File: src/rtl/ddr_mrs_pkg.sv
package ddr_mrs_pkg;

   typedef enum logic [2:0] {
      CMD_NOP   = 3'd0,
      CMD_MRS   = 3'd1,
      CMD_SRE   = 3'd2,
      CMD_SRX   = 3'd3,
      CMD_READ  = 3'd4,
      CMD_OTHER = 3'd5
   } cmd_e;

   typedef enum logic [2:0] {
      V_NONE      = 3'd0,
      V_EARLY_RD  = 3'd1,
      V_EARLY_CMD = 3'd2,
      V_BUSY      = 3'd3,
      V_RSV       = 3'd4,
      V_NO_NORM   = 3'd5
   } viol_e;

endpackage

File: src/rtl/ddr_mrs_decode.sv
module ddr_mrs_decode #(
   parameter int ADDR_W = 12
) (
   input  logic [2:0]        cmd_i,
   input  logic [1:0]        ba_i,
   input  logic [ADDR_W-1:0] addr_i,
   output logic              is_mrs_o,
   output logic              is_rd_o,
   output logic              is_oth_o,
   output logic              is_sre_o,
   output logic              is_srx_o,
   output logic              ld_base_o,
   output logic              ld_ext_o,
   output logic              base_norm_o,
   output logic              base_dllrst_o,
   output logic              rsv_o
);
   import ddr_mrs_pkg::*;

   localparam int HI_W = ADDR_W - 7;
   localparam logic [HI_W-1:0] DLLRST_PAT = HI_W'(2);

   logic [HI_W-1:0]     base_hi;
   logic [ADDR_W-4:0]   ext_hi;

   assign base_hi = addr_i[ADDR_W-1:7];
   assign ext_hi  = addr_i[ADDR_W-1:3];

   assign is_mrs_o = (cmd_i == CMD_MRS);
   assign is_rd_o  = (cmd_i == CMD_READ);
   assign is_oth_o = (cmd_i == CMD_OTHER);
   assign is_sre_o = (cmd_i == CMD_SRE);
   assign is_srx_o = (cmd_i == CMD_SRX);

   assign ld_base_o     = is_mrs_o && (ba_i == 2'b00);
   assign ld_ext_o      = is_mrs_o && (ba_i == 2'b01);
   assign base_norm_o   = (base_hi == '0);
   assign base_dllrst_o = (base_hi == DLLRST_PAT);

   always_comb begin
      rsv_o = 1'b0;
      if (is_mrs_o && ba_i[1])
         rsv_o = 1'b1;
      if (ld_base_o && !base_norm_o && !base_dllrst_o)
         rsv_o = 1'b1;
      if (ld_ext_o && (ext_hi != '0))
         rsv_o = 1'b1;
   end

endmodule

File: src/rtl/ddr_wait_ctr.sv
module ddr_wait_ctr #(
   parameter int MAX_VAL = 1,
   localparam int CW = $clog2(MAX_VAL + 1)
) (
   input  logic          clk,
   input  logic          rst_n,
   input  logic          load_i,
   input  logic [CW-1:0] val_i,
   output logic          busy_o
);
   logic [CW-1:0] cnt_q;

   always_ff @(posedge clk) begin
      if (!rst_n)
         cnt_q <= '0;
      else if (load_i)
         cnt_q <= val_i;
      else if (cnt_q != '0)
         cnt_q <= cnt_q - 1'b1;
   end

   assign busy_o = (cnt_q != '0);

endmodule

File: src/rtl/ddr_viol_arb.sv
module ddr_viol_arb (
   input  logic       f_busy_i,
   input  logic       f_early_cmd_i,
   input  logic       f_early_rd_i,
   input  logic       f_rsv_i,
   input  logic       f_no_norm_i,
   output logic [2:0] code_o
);
   import ddr_mrs_pkg::*;

   always_comb begin
      if (f_busy_i)
         code_o = V_BUSY;
      else if (f_early_cmd_i)
         code_o = V_EARLY_CMD;
      else if (f_early_rd_i)
         code_o = V_EARLY_RD;
      else if (f_rsv_i)
         code_o = V_RSV;
      else if (f_no_norm_i)
         code_o = V_NO_NORM;
      else
         code_o = V_NONE;
   end

endmodule

File: src/rtl/ddr_mrs_tracker.sv
module ddr_mrs_tracker #(
   parameter int ADDR_W   = 12,
   parameter int OP_W     = 7,
   parameter int MRD_CYC  = 2,
   parameter int XSNR_CYC = 10,
   parameter int LOCK_CYC = 200,
   parameter bit ISO_EN   = 1'b1
) (
   input  logic              clk,
   input  logic              rst_n,
   input  logic [2:0]        cmd_i,
   input  logic              banks_idle_i,
   input  logic [1:0]        ba_i,
   input  logic [ADDR_W-1:0] addr_i,
   output logic [OP_W-1:0]   base_op_o,
   output logic              ext_dll_dis_o,
   output logic              ext_drive_o,
   output logic              ext_iso_o,
   output logic              dll_on_o,
   output logic              dll_locked_o,
   output logic              rst_pending_o,
   output logic              viol_o,
   output logic [2:0]        viol_code_o,
   output logic              err_sticky_o
);
   import ddr_mrs_pkg::*;

   localparam int WIN_MAX = (MRD_CYC > XSNR_CYC) ? MRD_CYC : XSNR_CYC;
   localparam int WIN_W   = $clog2(WIN_MAX + 1);
   localparam int LOCK_W  = $clog2(LOCK_CYC + 1);

   if (ADDR_W < 12) begin : g_bad_addr_w
      $error("ddr_mrs_tracker: ADDR_W must be at least 12");
   end
   if (OP_W < 1 || OP_W > 7) begin : g_bad_op_w
      $error("ddr_mrs_tracker: OP_W must lie in 1..7");
   end
   if (MRD_CYC < 1 || XSNR_CYC < 1 || LOCK_CYC < 1) begin : g_bad_cyc
      $error("ddr_mrs_tracker: wait lengths must be at least 1");
   end

   logic is_mrs, is_rd, is_oth, is_sre, is_srx;
   logic ld_base, ld_ext, base_norm, base_dllrst, rsv;

   ddr_mrs_decode #(.ADDR_W(ADDR_W)) u_dec (
      .cmd_i        (cmd_i),
      .ba_i         (ba_i),
      .addr_i       (addr_i),
      .is_mrs_o     (is_mrs),
      .is_rd_o      (is_rd),
      .is_oth_o     (is_oth),
      .is_sre_o     (is_sre),
      .is_srx_o     (is_srx),
      .ld_base_o    (ld_base),
      .ld_ext_o     (ld_ext),
      .base_norm_o  (base_norm),
      .base_dllrst_o(base_dllrst),
      .rsv_o        (rsv)
   );

   logic [OP_W-1:0] op_q;
   logic            dll_dis_q, drive_q, iso_q;
   logic            dll_on_q, dll_on_d, pend_q;
   logic            win_busy, lock_busy;
   logic            win_load, lock_load;
   logic [WIN_W-1:0] win_val;
   logic [2:0]      code;
   logic            accept;
   logic            viol_q, sticky_q;
   logic [2:0]      code_q;

   ddr_viol_arb u_arb (
      .f_busy_i     (is_mrs && !banks_idle_i),
      .f_early_cmd_i((is_mrs || is_oth) && win_busy),
      .f_early_rd_i (is_rd && (win_busy || lock_busy || !dll_on_q)),
      .f_rsv_i      (rsv),
      .f_no_norm_i  ((is_rd || is_oth) && pend_q),
      .code_o       (code)
   );

   assign accept = is_mrs && (code == V_NONE);

   always_comb begin
      dll_on_d = dll_on_q;
      if (accept && ld_ext)
         dll_on_d = !addr_i[0];
      if (is_sre)
         dll_on_d = 1'b0;
      if (is_srx)
         dll_on_d = !dll_dis_q;
   end

   assign win_load  = accept || is_srx;
   assign win_val   = is_srx ? WIN_W'(XSNR_CYC - 1) : WIN_W'(MRD_CYC - 1);
   assign lock_load = dll_on_d && !dll_on_q;

   ddr_wait_ctr #(.MAX_VAL(WIN_MAX)) u_win (
      .clk   (clk),
      .rst_n (rst_n),
      .load_i(win_load),
      .val_i (win_val),
      .busy_o(win_busy)
   );

   ddr_wait_ctr #(.MAX_VAL(LOCK_CYC)) u_lock (
      .clk   (clk),
      .rst_n (rst_n),
      .load_i(lock_load),
      .val_i (LOCK_W'(LOCK_CYC - 1)),
      .busy_o(lock_busy)
   );

   always_ff @(posedge clk) begin
      if (!rst_n) begin
         op_q      <= '0;
         pend_q    <= 1'b0;
         dll_dis_q <= 1'b0;
         drive_q   <= 1'b0;
         dll_on_q  <= 1'b0;
         viol_q    <= 1'b0;
         code_q    <= V_NONE;
         sticky_q  <= 1'b0;
      end else begin
         if (accept && ld_base) begin
            op_q   <= addr_i[OP_W-1:0];
            pend_q <= base_dllrst && !base_norm;
         end
         if (accept && ld_ext) begin
            dll_dis_q <= addr_i[0];
            drive_q   <= addr_i[1];
         end
         dll_on_q <= dll_on_d;
         viol_q   <= (code != V_NONE);
         code_q   <= code;
         sticky_q <= sticky_q || (code != V_NONE);
      end
   end

   if (ISO_EN) begin : g_iso
      always_ff @(posedge clk) begin
         if (!rst_n)
            iso_q <= 1'b0;
         else if (accept && ld_ext)
            iso_q <= addr_i[2];
      end
   end else begin : g_no_iso
      assign iso_q = 1'b0;
   end

   assign base_op_o     = op_q;
   assign ext_dll_dis_o = dll_dis_q;
   assign ext_drive_o   = drive_q;
   assign ext_iso_o     = iso_q;
   assign dll_on_o      = dll_on_q;
   assign dll_locked_o  = dll_on_q && !lock_busy;
   assign rst_pending_o = pend_q;
   assign viol_o        = viol_q;
   assign viol_code_o   = code_q;
   assign err_sticky_o  = sticky_q;

endmodule

File: config.mk
export PLATFORM = sky130hd
export DESIGN_NAME = ddr_mrs_tracker
export DESIGN_NICKNAME = d
export VERILOG_FILES = /design/src/rtl/ddr_mrs_pkg.sv /design/src/rtl/ddr_mrs_decode.sv /design/src/rtl/ddr_wait_ctr.sv /design/src/rtl/ddr_viol_arb.sv /design/src/rtl/ddr_mrs_tracker.sv
export SDC_FILE = /design/constraint.sdc
export NUM_CORES = 1
export LEC_CHECK = 0
export BUFFER_PORTS_ARGS = -buffer_cell sky130_fd_sc_hd__buf_2
export CAP_MARGIN = 25
export CORE_MARGIN = 2
export CORE_UTILIZATION = 47
export DETAILED_ROUTE_END_ITERATION = 6
export PLACE_DENSITY = 0.86
export SLEW_MARGIN = 20
export SYNTH_ARGS = -nofsm -noshare
export SYNTH_HDL_FRONTEND = slang
export SYNTH_SLANG_ARGS = --single-unit
export TNS_END_PERCENT = 20
File: constraint.sdc
create_clock -name clk -period 2.1 [get_ports clk]
set_clock_uncertainty 0.2 [all_clocks]
set_input_delay 0.21 -clock clk [delete_from_list [all_inputs] [get_ports clk]]
set_output_delay 0.21 -clock clk [all_outputs]
set_load 0.1 [all_outputs]
==> results of run 1 <==
-- per-stage QoR --
stage          cell area [um2]  TNS (ns)  instances  power [W]  setup slack, ns
3_5_place_dp              1810    -0.147        236    0.00179          -0.0431
2_1_floorplan             1470         0        154    0.00145           0.0483
3_3_place_gp              1810         0        236    0.00176           0.0282
6_report                  2030         0        253    0.00240           0.0190
5_1_grt                   2030    -0.514        253    0.00256          -0.0717
4_1_cts                   2000  -0.00861        253    0.00233         -0.00861
-- metal layers --
| layer | share of wire [%] | vias up |
|---|---|---|
| li1 | - | 671 |
| met1 | 41 | 627 |
| met2 | 52 | 41 |
| met3 | 4.5 | 12 |
| met4 | 2.6 | 0 |
| met5 | 0 | - |
-- Yosys cell counts (2+ instances only) --
cell type | number | area (um2)
nor3_1 | 5 | 25.0
nand3b_1 | 2 | 15.0
nor2_1 | 25 | 93.8
ha_1 | 4 | 50.1
xnor2_1 | 6 | 52.6
or4_1 | 2 | 15.0
nand2_1 | 6 | 22.5
a21oi_1 | 7 | 35.0
mux2i_1 | 13 | 130
nor3b_1 | 3 | 22.5
o21ai_0 | 3 | 15.0
o21a_1 | 3 | 22.5
dfxtp_1 | 29 | 581
inv_1 | 12 | 45.0
a21oi_2 | 2 | 17.5
clkbuf_1 | 2 | 7.51
or3b_4 | 2 | 22.5
-- cells in the final DEF, fill, tap and decap left out, drive strengths merged, types with 4 or more instances in the layout --
master	netlist	layout
xnor2	6	6
ha	4	4
o21ai	4	4
buf	1	53
nor3	6	6
a21oi	9	9
mux2i	13	13
nor2	27	27
clkbuf	2	7
dfxtp	29	29
nand2	6	6
inv	12	12
dlygate4sd3	0	8
-- path summary, 6_finish.rpt --
path	from	to	slack, ns	depth (start not counted)
hold / removal	cmd_i[0]	viol_code_o[1]	0.01	3
setup / recovery	u_win.cnt_q[1]	base_op_o[1]	0.02	8
hold reg to reg	err_sticky_o	err_sticky_o	0.27	2
setup reg to reg	u_win.cnt_q[1]	base_op_o[1]	0.02	8
-- cells by family (layout without fill, tap and decap cells) --
| group | count (synthesis) | in the layout | share of synthesized area [%] |
|---|---|---|---|
| AOI/OAI and AO/OA | 25 | 25 | 13.4 |
| and+or+nand+nor | 61 | 61 | 26.4 |
| muxes | 13 | 13 | 8.90 |
| adders and majority gates | 4 | 4 | 3.42 |
| buffers and inverters | 15 | 81 | 3.93 |
| DFF | 29 | 29 | 39.7 |
| xor gates and xnor gates | 7 | 7 | 4.19 |
-- area by class of cell --
class,count,area [um2]
clock inverters,1,30.0
multi-input cells,110,871
well taps,33,41.3
flip-flops and latches,29,587
repair buffers,61,404
fillers,213,970
inverters,12,45.0
clock buffers,7,55.1
-- power breakdown --
group | switching [W] | internal (W) | total, W
Sequential | 0.0000913 | 0.000659 | 0.000751
Clock | 0.000194 | 0.000284 | 0.000479
Combinational | 0.000587 | 0.000580 | 0.00117
-- what timing repair did --
item,CTS,global route
gates cloned,0,0
setup buffers,1,0
hold endpoints to repair,14,0
hold buffers,8,0
pin swaps,4,5
gates resized for setup,5,13
endpoints found under the setup margin,9,16
-- sequential cells by signal (all words and copies together), names as in the netlist --
| signal | cells |
|---|---|
| rst_pending_o | 1 |
| ext_iso_o | 1 |
| u_win.cnt_q | 4 |
| ext_dll_dis_o | 1 |
| ext_drive_o | 1 |
| base_op_o | 7 |
| viol_code_o | 3 |
| dll_on_o | 1 |
| viol_o | 1 |
| err_sticky_o | 1 |
| u_lock.cnt_q | 8 |
-- worst max-delay path, cell delays in order (launching register included) --
cell and delay, ns:
dfxtp_2 0.33, inv_2 0.07, ha_4 0.13, or3b_4 0.40, buf_6 0.15, nor3_4 0.23
nand3_4 0.20, mux2i_2 0.22, nor2_1 0.07
==> metrics, run 1 <==
die height 59.8 um; # rows 20; Syn Area/Cell 9.50 um2; setup violators final 0; met1 Resource Use GR 27.0%; post-route minimum period 2.08 ns; Clock Root Buffer clkbuf_4; library cells used by synthesis 45; peak supply drop 621 uV; DPL Wire Length 2530 um; # IOs 38; status complete, no violations; share of cells above drive strength 1 42.7%; core area 3000 um2; Die Width 59.8 um; 1st-pass router iterations 4; drt drc 0; synthesized flop and latch total 29; first-pass GRT wire length 6440 um; initial antenna violation count 0; Placer Congestion 0.862; kind of critical path flop to flop; Synth Net Count 178; Worst EP arrival 2.12 ns; async set-reset flop share out of synthesis 0%; number of global-route vias before repair 1,469; CTS clk-pin slew, worst paths 0.10 ns; largest net degree at the start of global routing 14; Util after Layout 67.7%; Slew HR 67.0%; crit end category flop; Critical Path Start Type flop; die area 3570 um2; Req. time, crit path 2.13 ns; met3 usage 4.76%; Clock Latency Late Sink 0.33 ns; drt total wl 3700 um; Post-synth EDFFs 0; Cell Area, Synth 1460 um2; worst-path fanout max 8; Num CTS Buffers 5; Initial Utilization 48.7%; Final period util 99.1%; Hold Slack 0.0105 ns; Final Hold Fails 0; Worst Tran Pin Value 0.498 ns; Total Routing Usage GR 24.2%; met2 Resource Use GR 43.8%; WL/cell 14.6 um; detailed-route via count 1,351; number of antenna diodes 0; RSZ-0062 raised after global routing yes; Yosys Warn Count 0; max-slew violations 0; Max Cap Violations 0; fmax 481 MHz; GR peak layer met2; Layout area overhead 39.0%; CTS tree yes; static leakage 0.968 nW; Starting DRT DRC Count 26; Seq/Total Area, Yosys 39.7%; clock sinks 29; fin nets 243; HP Class input port to flop; H-tree depth 2; synthesized instance count 154; Power Density 1180 nW/um2; grt total ovfl 0; Clock Path Buffers 2; Main synth FF type dfxtp_1; # port buffers 37; vias per cell 5.34; Antenna Nets Post-Route 0
Note: power is estimated with default switching activity, not from simulation.
==> run 2, diff against run 1 <==
Settings changed: MAX_ROUTING_LAYER set to met4.
==> run 2 against run 1 <==
- via count up 0.59%
- cell area unchanged
- flip-flop and latch count did not move
- non-clock buffer count unchanged
- clock power hardly changed
- combinational power about the same
- count of clock-buffer cells in the layout did not move
- critical path depth did not move
- worst setup slack lost 0.0022 ns
- global-route usage increased by 0.71 points
- register-to-register slack hardly changed
- core utilization unchanged
==> metrics, run 2 (synthesis gave the netlist of run 1 again) <==
status complete, no violations; Clock Power Share 20.0%; Top reg by flops u_lock.cnt_q; DPL Wire Length 2530 um; Worst EP arrival 2.12 ns; Num CTS Buffers 5; Die Width 59.8 um; Filler cells 213; vias per cell 5.37; die height 59.8 um; Req. time, crit path 2.14 ns; drt drc 0; power share of the combinational group 48.7%; met2 Resource Use GR 43.9%; worst-path fanout max 8; initial antenna violation count 0; post-route minimum period 2.08 ns; clock sinks 29; H-tree depth 2; largest net degree at the start of global routing 14; CP Depth 8; Starting DRT DRC Count 25; static leakage 0.968 nW; fin cells 253; fmax 480 MHz; detailed-route via count 1,359; number of global-route vias before repair 1,471; slowest CP cell or3b_4; first-pass GRT wire length 6440 um; Clock Root Buffer clkbuf_4; peak supply drop 621 uV; internal power 0.00152 W; Critical Path Start Type flop; Layout area overhead 39.0%; CTS tree yes; number of antenna diodes 0; Slew HR 67.1%; die area 3570 um2; # rows 20; crit-path cells inv_2, ha_4, or3b_4, buf_6, nor3_4, nand3_4, mux2i_2, nor2_1; Antenna Nets Post-Route 0; commonest non-fill, non-tap cell in the layout buf_2; Clock Path Buffers 2; worst slack at placement -0.0431 ns; Worst Slack Setup Final 0.0169 ns; CP max stage delay 0.40 ns; kind of critical path flop to flop; WL/cell 14.6 um; core area 3000 um2; switching share of power 36.3%; Crit path max-delay family simple AND/OR/NAND/NOR gates; fin nets 243; Worst Tran Pin Value 0.497 ns; setup violators final 0; HP Class input port to flop; Hold Path Depth 3; most frequent cells in the layout 36 x buf_2, 25 x nor2_1, 24 x dfxtp_1, 15 x buf_4, 12 x mux2i_1; Util after Layout 67.7%; max-slew violations 0; Final period util 99.2%; Clock Latency Late Sink 0.33 ns; # port buffers 37; FF-to-FF path depth 8; Placer Congestion 0.876; max reg flops 8; Power Density 1180 nW/um2; Max Cap Violations 0; met1 Resource Use GR 27.0%; 1st-pass router iterations 4; share of cells above drive strength 1 42.7%; placed insts 236; Net Sw Power 0.000869 W; met3 usage 4.55%; crit path buf inv count 2; Seq pwr share 31.3%; grt total ovfl 0; Initial Utilization 48.7%; crit end category flop; overall power 0.00239 W; RSZ-0062 raised after global routing yes; Final Hold Fails 0; Sum Neg Setup Slack 0 ns; Total Routing Usage GR 24.9%; CTS clk-pin slew, worst paths 0.10 ns; GR peak layer met2; # IOs 38; drt total wl 3690 um
==> run 2: cell counts in the layout (fill, tap and decap cells not counted) <==
No cell type changed its count.
==> run 2: routing by layer <==
metal,share of wire [%],vias up
met4,2.4,0
met3,4.6,9
li1,-,672
met5,0,-
met1,40,630
met2,53,48
==> run 2: what timing repair did <==
| action | in CTS | in global routing |
|---|---|---|
| gates resized for setup | 5 | 13 |
| pin swaps | 4 | 5 |
| buffers inserted | 1 | 0 |
| hold buffers | 8 | 0 |
| endpoints found under the setup margin | 9 | 16 |
| hold endpoints to repair | 14 | 0 |
==> run 2: metrics by stage <==
stage / instance area, um2 / hold WS (ns)
floorplan: 1470 / 0.127
global route: 2030 / 0.0300
CTS: 2000 / 0.00839
global placement: 1810 / 0.248
detailed placement: 1810 / 0.259
finish: 2030 / 0.00823
==> run 2: power groups by stage <==
stage / Combinational (W) / Clock (W) / Sequential [W]
2_1_floorplan: 0.000640 / 0 / 0.000807
3_3_place_gp: 0.00102 / 0 / 0.000739
3_5_place_dp: 0.00104 / 0 / 0.000746
4_1_cts: 0.00111 / 0.000479 / 0.000740
5_1_grt: 0.00130 / 0.000502 / 0.000763
6_report: 0.00116 / 0.000479 / 0.000750
==> run 2: worst paths after layout <==
path | from | to | slack [ns]
min reg2reg | err_sticky_o | err_sticky_o | 0.27
max | u_win.cnt_q[1] | base_op_o[1] | 0.02
max reg2reg | u_win.cnt_q[1] | base_op_o[1] | 0.02
min | cmd_i[0] | viol_code_o[1] | 0.008
==> run 2: worst register-to-register path, cell delays in order, from the launching register on <==
cell	delay [ns]
dfxtp_2	0.33
inv_2	0.08
ha_4	0.13
or3b_4	0.40
buf_6	0.15
nor3_4	0.23
nand3_4	0.20
mux2i_2	0.22
nor2_1	0.07
==> run 2: cell type report <==
| cell class | instances | area [um2] | area share [%] |
|---|---|---|---|
| Multi-Input combinational cell | 110 | 871 | 42.8 |
| Timing Repair Buffer | 61 | 404 | 19.9 |
| Tap cell | 33 | 41.3 | 2.03 |
| Inverter | 12 | 45.0 | 2.22 |
| Sequential cell | 29 | 587 | 28.9 |
| Clock inverter | 1 | 30.0 | 1.48 |
| Clock buffer | 7 | 55.1 | 2.71 |
==> run 3, diff against run 2 <==
Settings changed: CORE_UTILIZATION 47 to 55, CTS_CLUSTER_SIZE set to 16, PLACE_DENSITY 0.86 to 0.94, SETUP_SLACK_MARGIN set to 0.02.
Clock period 2.1 ns to 2.55 ns, I/O delays scaled along.
==> run 3 against run 2 <==
- total power shrank 27%
- count of clock-buffer cells in the layout is the same
- worst setup slack gained 0.22 ns
- routed wire length grew 0.95%
- combinational power shrank 38%
- highest routed layer unchanged
==> metrics, run 3 (synthesis gave the netlist of run 1 again) <==
drt total wl 3720 um; die area 3090 um2; # IOs 38; Layout area overhead 24.1%; RSZ-0062 raised after global routing no; core area 2500 um2; Initial Utilization 58.5%; max reg flops 8; Clock Root Buffer clkbuf_4; setup violators final 0; number of global-route vias before repair 1,375; Starting DRT DRC Count 43; area of the multi-input gates 830 um2; Max Cap Violations 0; WL/cell 16.1 um; worst-path fanout max 8; Worst Slack Setup Final 0.238 ns; placed insts 218; grt total ovfl 0; share of cells above drive strength 1 31.8%; status complete, no violations; Final Hold Fails 0; kind of critical path flop to flop; Sequential Area 581 um2; initial antenna violation count 0; # rows 18; max-slew violations 0; postcts setup bufs 0; Num CTS Buffers 5; Hold Path Depth 3; most frequent cells in the layout 36 x buf_2, 29 x dfxtp_1, 25 x nor2_1, 13 x mux2i_1, 12 x inv_1; crit end category flop; Antenna Nets Post-Route 0; drt drc 0; HP Class input port to flop; Top reg by flops u_lock.cnt_q; Worst Min Path Start addr_i[0]; die height 55.6 um; static leakage 0.879 nW; Power Density 957 nW/um2; first-pass GRT wire length 6100 um; Req. time, crit path 2.54 ns; fin cells 231; CTS clk-pin slew, worst paths 0.09 ns; CTS tree yes; Critical Path Start Type flop; H-tree depth 2; hold endpoint ext_dll_dis_o; Worst EP arrival 2.31 ns; Slew HR 51.5%; detailed-route via count 1,332; Crit Reg-Reg Startpoint u_win.cnt_q[0]; Total Routing Usage GR 26.3%; Worst Tran Pin Value 0.727 ns; Clock Path Buffers 2; CP Launch Point u_win.cnt_q[0]; Filler cells 161; worst flop-to-flop path endpoint dll_on_o; DPL Wire Length 2530 um; # port buffers 37; commonest non-fill, non-tap cell in the layout buf_2; post-route minimum period 2.31 ns; number of antenna diodes 0; 1st-pass router iterations 4; clock sinks 29; Reg2Reg Setup Slack 0.24 ns; fmax 432 MHz; Final period util 90.7%; Placer Congestion 0.863; vias per cell 5.77; largest net degree at the start of global routing 24; Clock Latency Late Sink 0.33 ns; Sum Neg Setup Slack 0 ns; FF-to-FF path depth 7; Die Width 55.6 um; fin nets 224; worst slack at placement 0.241 ns; peak supply drop 707 uV
[run 3: cell types whose count changed in the layout (fill, tap and decap cells not counted), sizes merged]
cell	previous run	this run
clkbuf	7	8
buf	53	36
dlygate4sd3	8	5
[run 3: metrics by stage]
stage	area (um2)	util [%]	power (W)	hold WS, ns
after detailed placement	1670	66.9	0.00132	0.271
after global routing	1820	72.6	0.00185	0.0324
after floorplan	1460	-	0.00119	0.172
after CTS	1810	72.3	0.00172	0.0151
final	1820	72.6	0.00174	0.0290
after global placement	1670	66.9	0.00127	0.248
[run 3: how the worst max path moves through the flow]
stage	cells past startpoint	slack, ns	end
after floorplan	2	0.23	dll_locked_o
after global placement	7	0.40	dll_on_o
after detailed placement	7	0.24	dll_on_o
after CTS	6	0.04	dll_locked_o
after global routing	7	0.09	dll_on_o
final	7	0.24	dll_on_o
[run 3: timing repair]
| item | CTS | global route |
|---|---|---|
| hold buffers | 5 | 0 |
| setup endpoints to repair | 0 | 1 |
| resized for setup | 0 | 2 |
| endpoints found under the hold margin | 6 | 0 |
[run 3: where the power goes]
| part | total, W | internal, W | switching, W |
|---|---|---|---|
| clock | 0.000398 | 0.000234 | 0.000164 |
| combinational | 0.000722 | 0.000303 | 0.000420 |
| sequential | 0.000618 | 0.000539 | 0.0000795 |
[run 3: metal layers]
layer | track usage (%) | vias up | routed length, um
li1 | - | 634 | -
met1 | 27.8 | 621 | 1440
met2 | 44.2 | 66 | 1910
met3 | 8.14 | 11 | 303
met4 | 13.2 | 0 | 72
met5 | - | - | 0
[run 3: layout make-up]
class,instances,share of cell area (%)
multi-input combinational,110,45.7
sequential,29,32.0
timing repair buffer,42,13.1
clock buffer,7,3.03
inverter,12,2.48
tap,30,2.07
clock inverter,1,1.65
[run 3: critical path, cell delays in order (launching register included)]
cell	delay, ns
dfxtp_1	0.31
inv_1	0.11
ha_1	0.21
or3b_1	0.55
o211ai_2	0.29
nand4_2	0.22
mux2i_1	0.20
o32ai_1	0.10
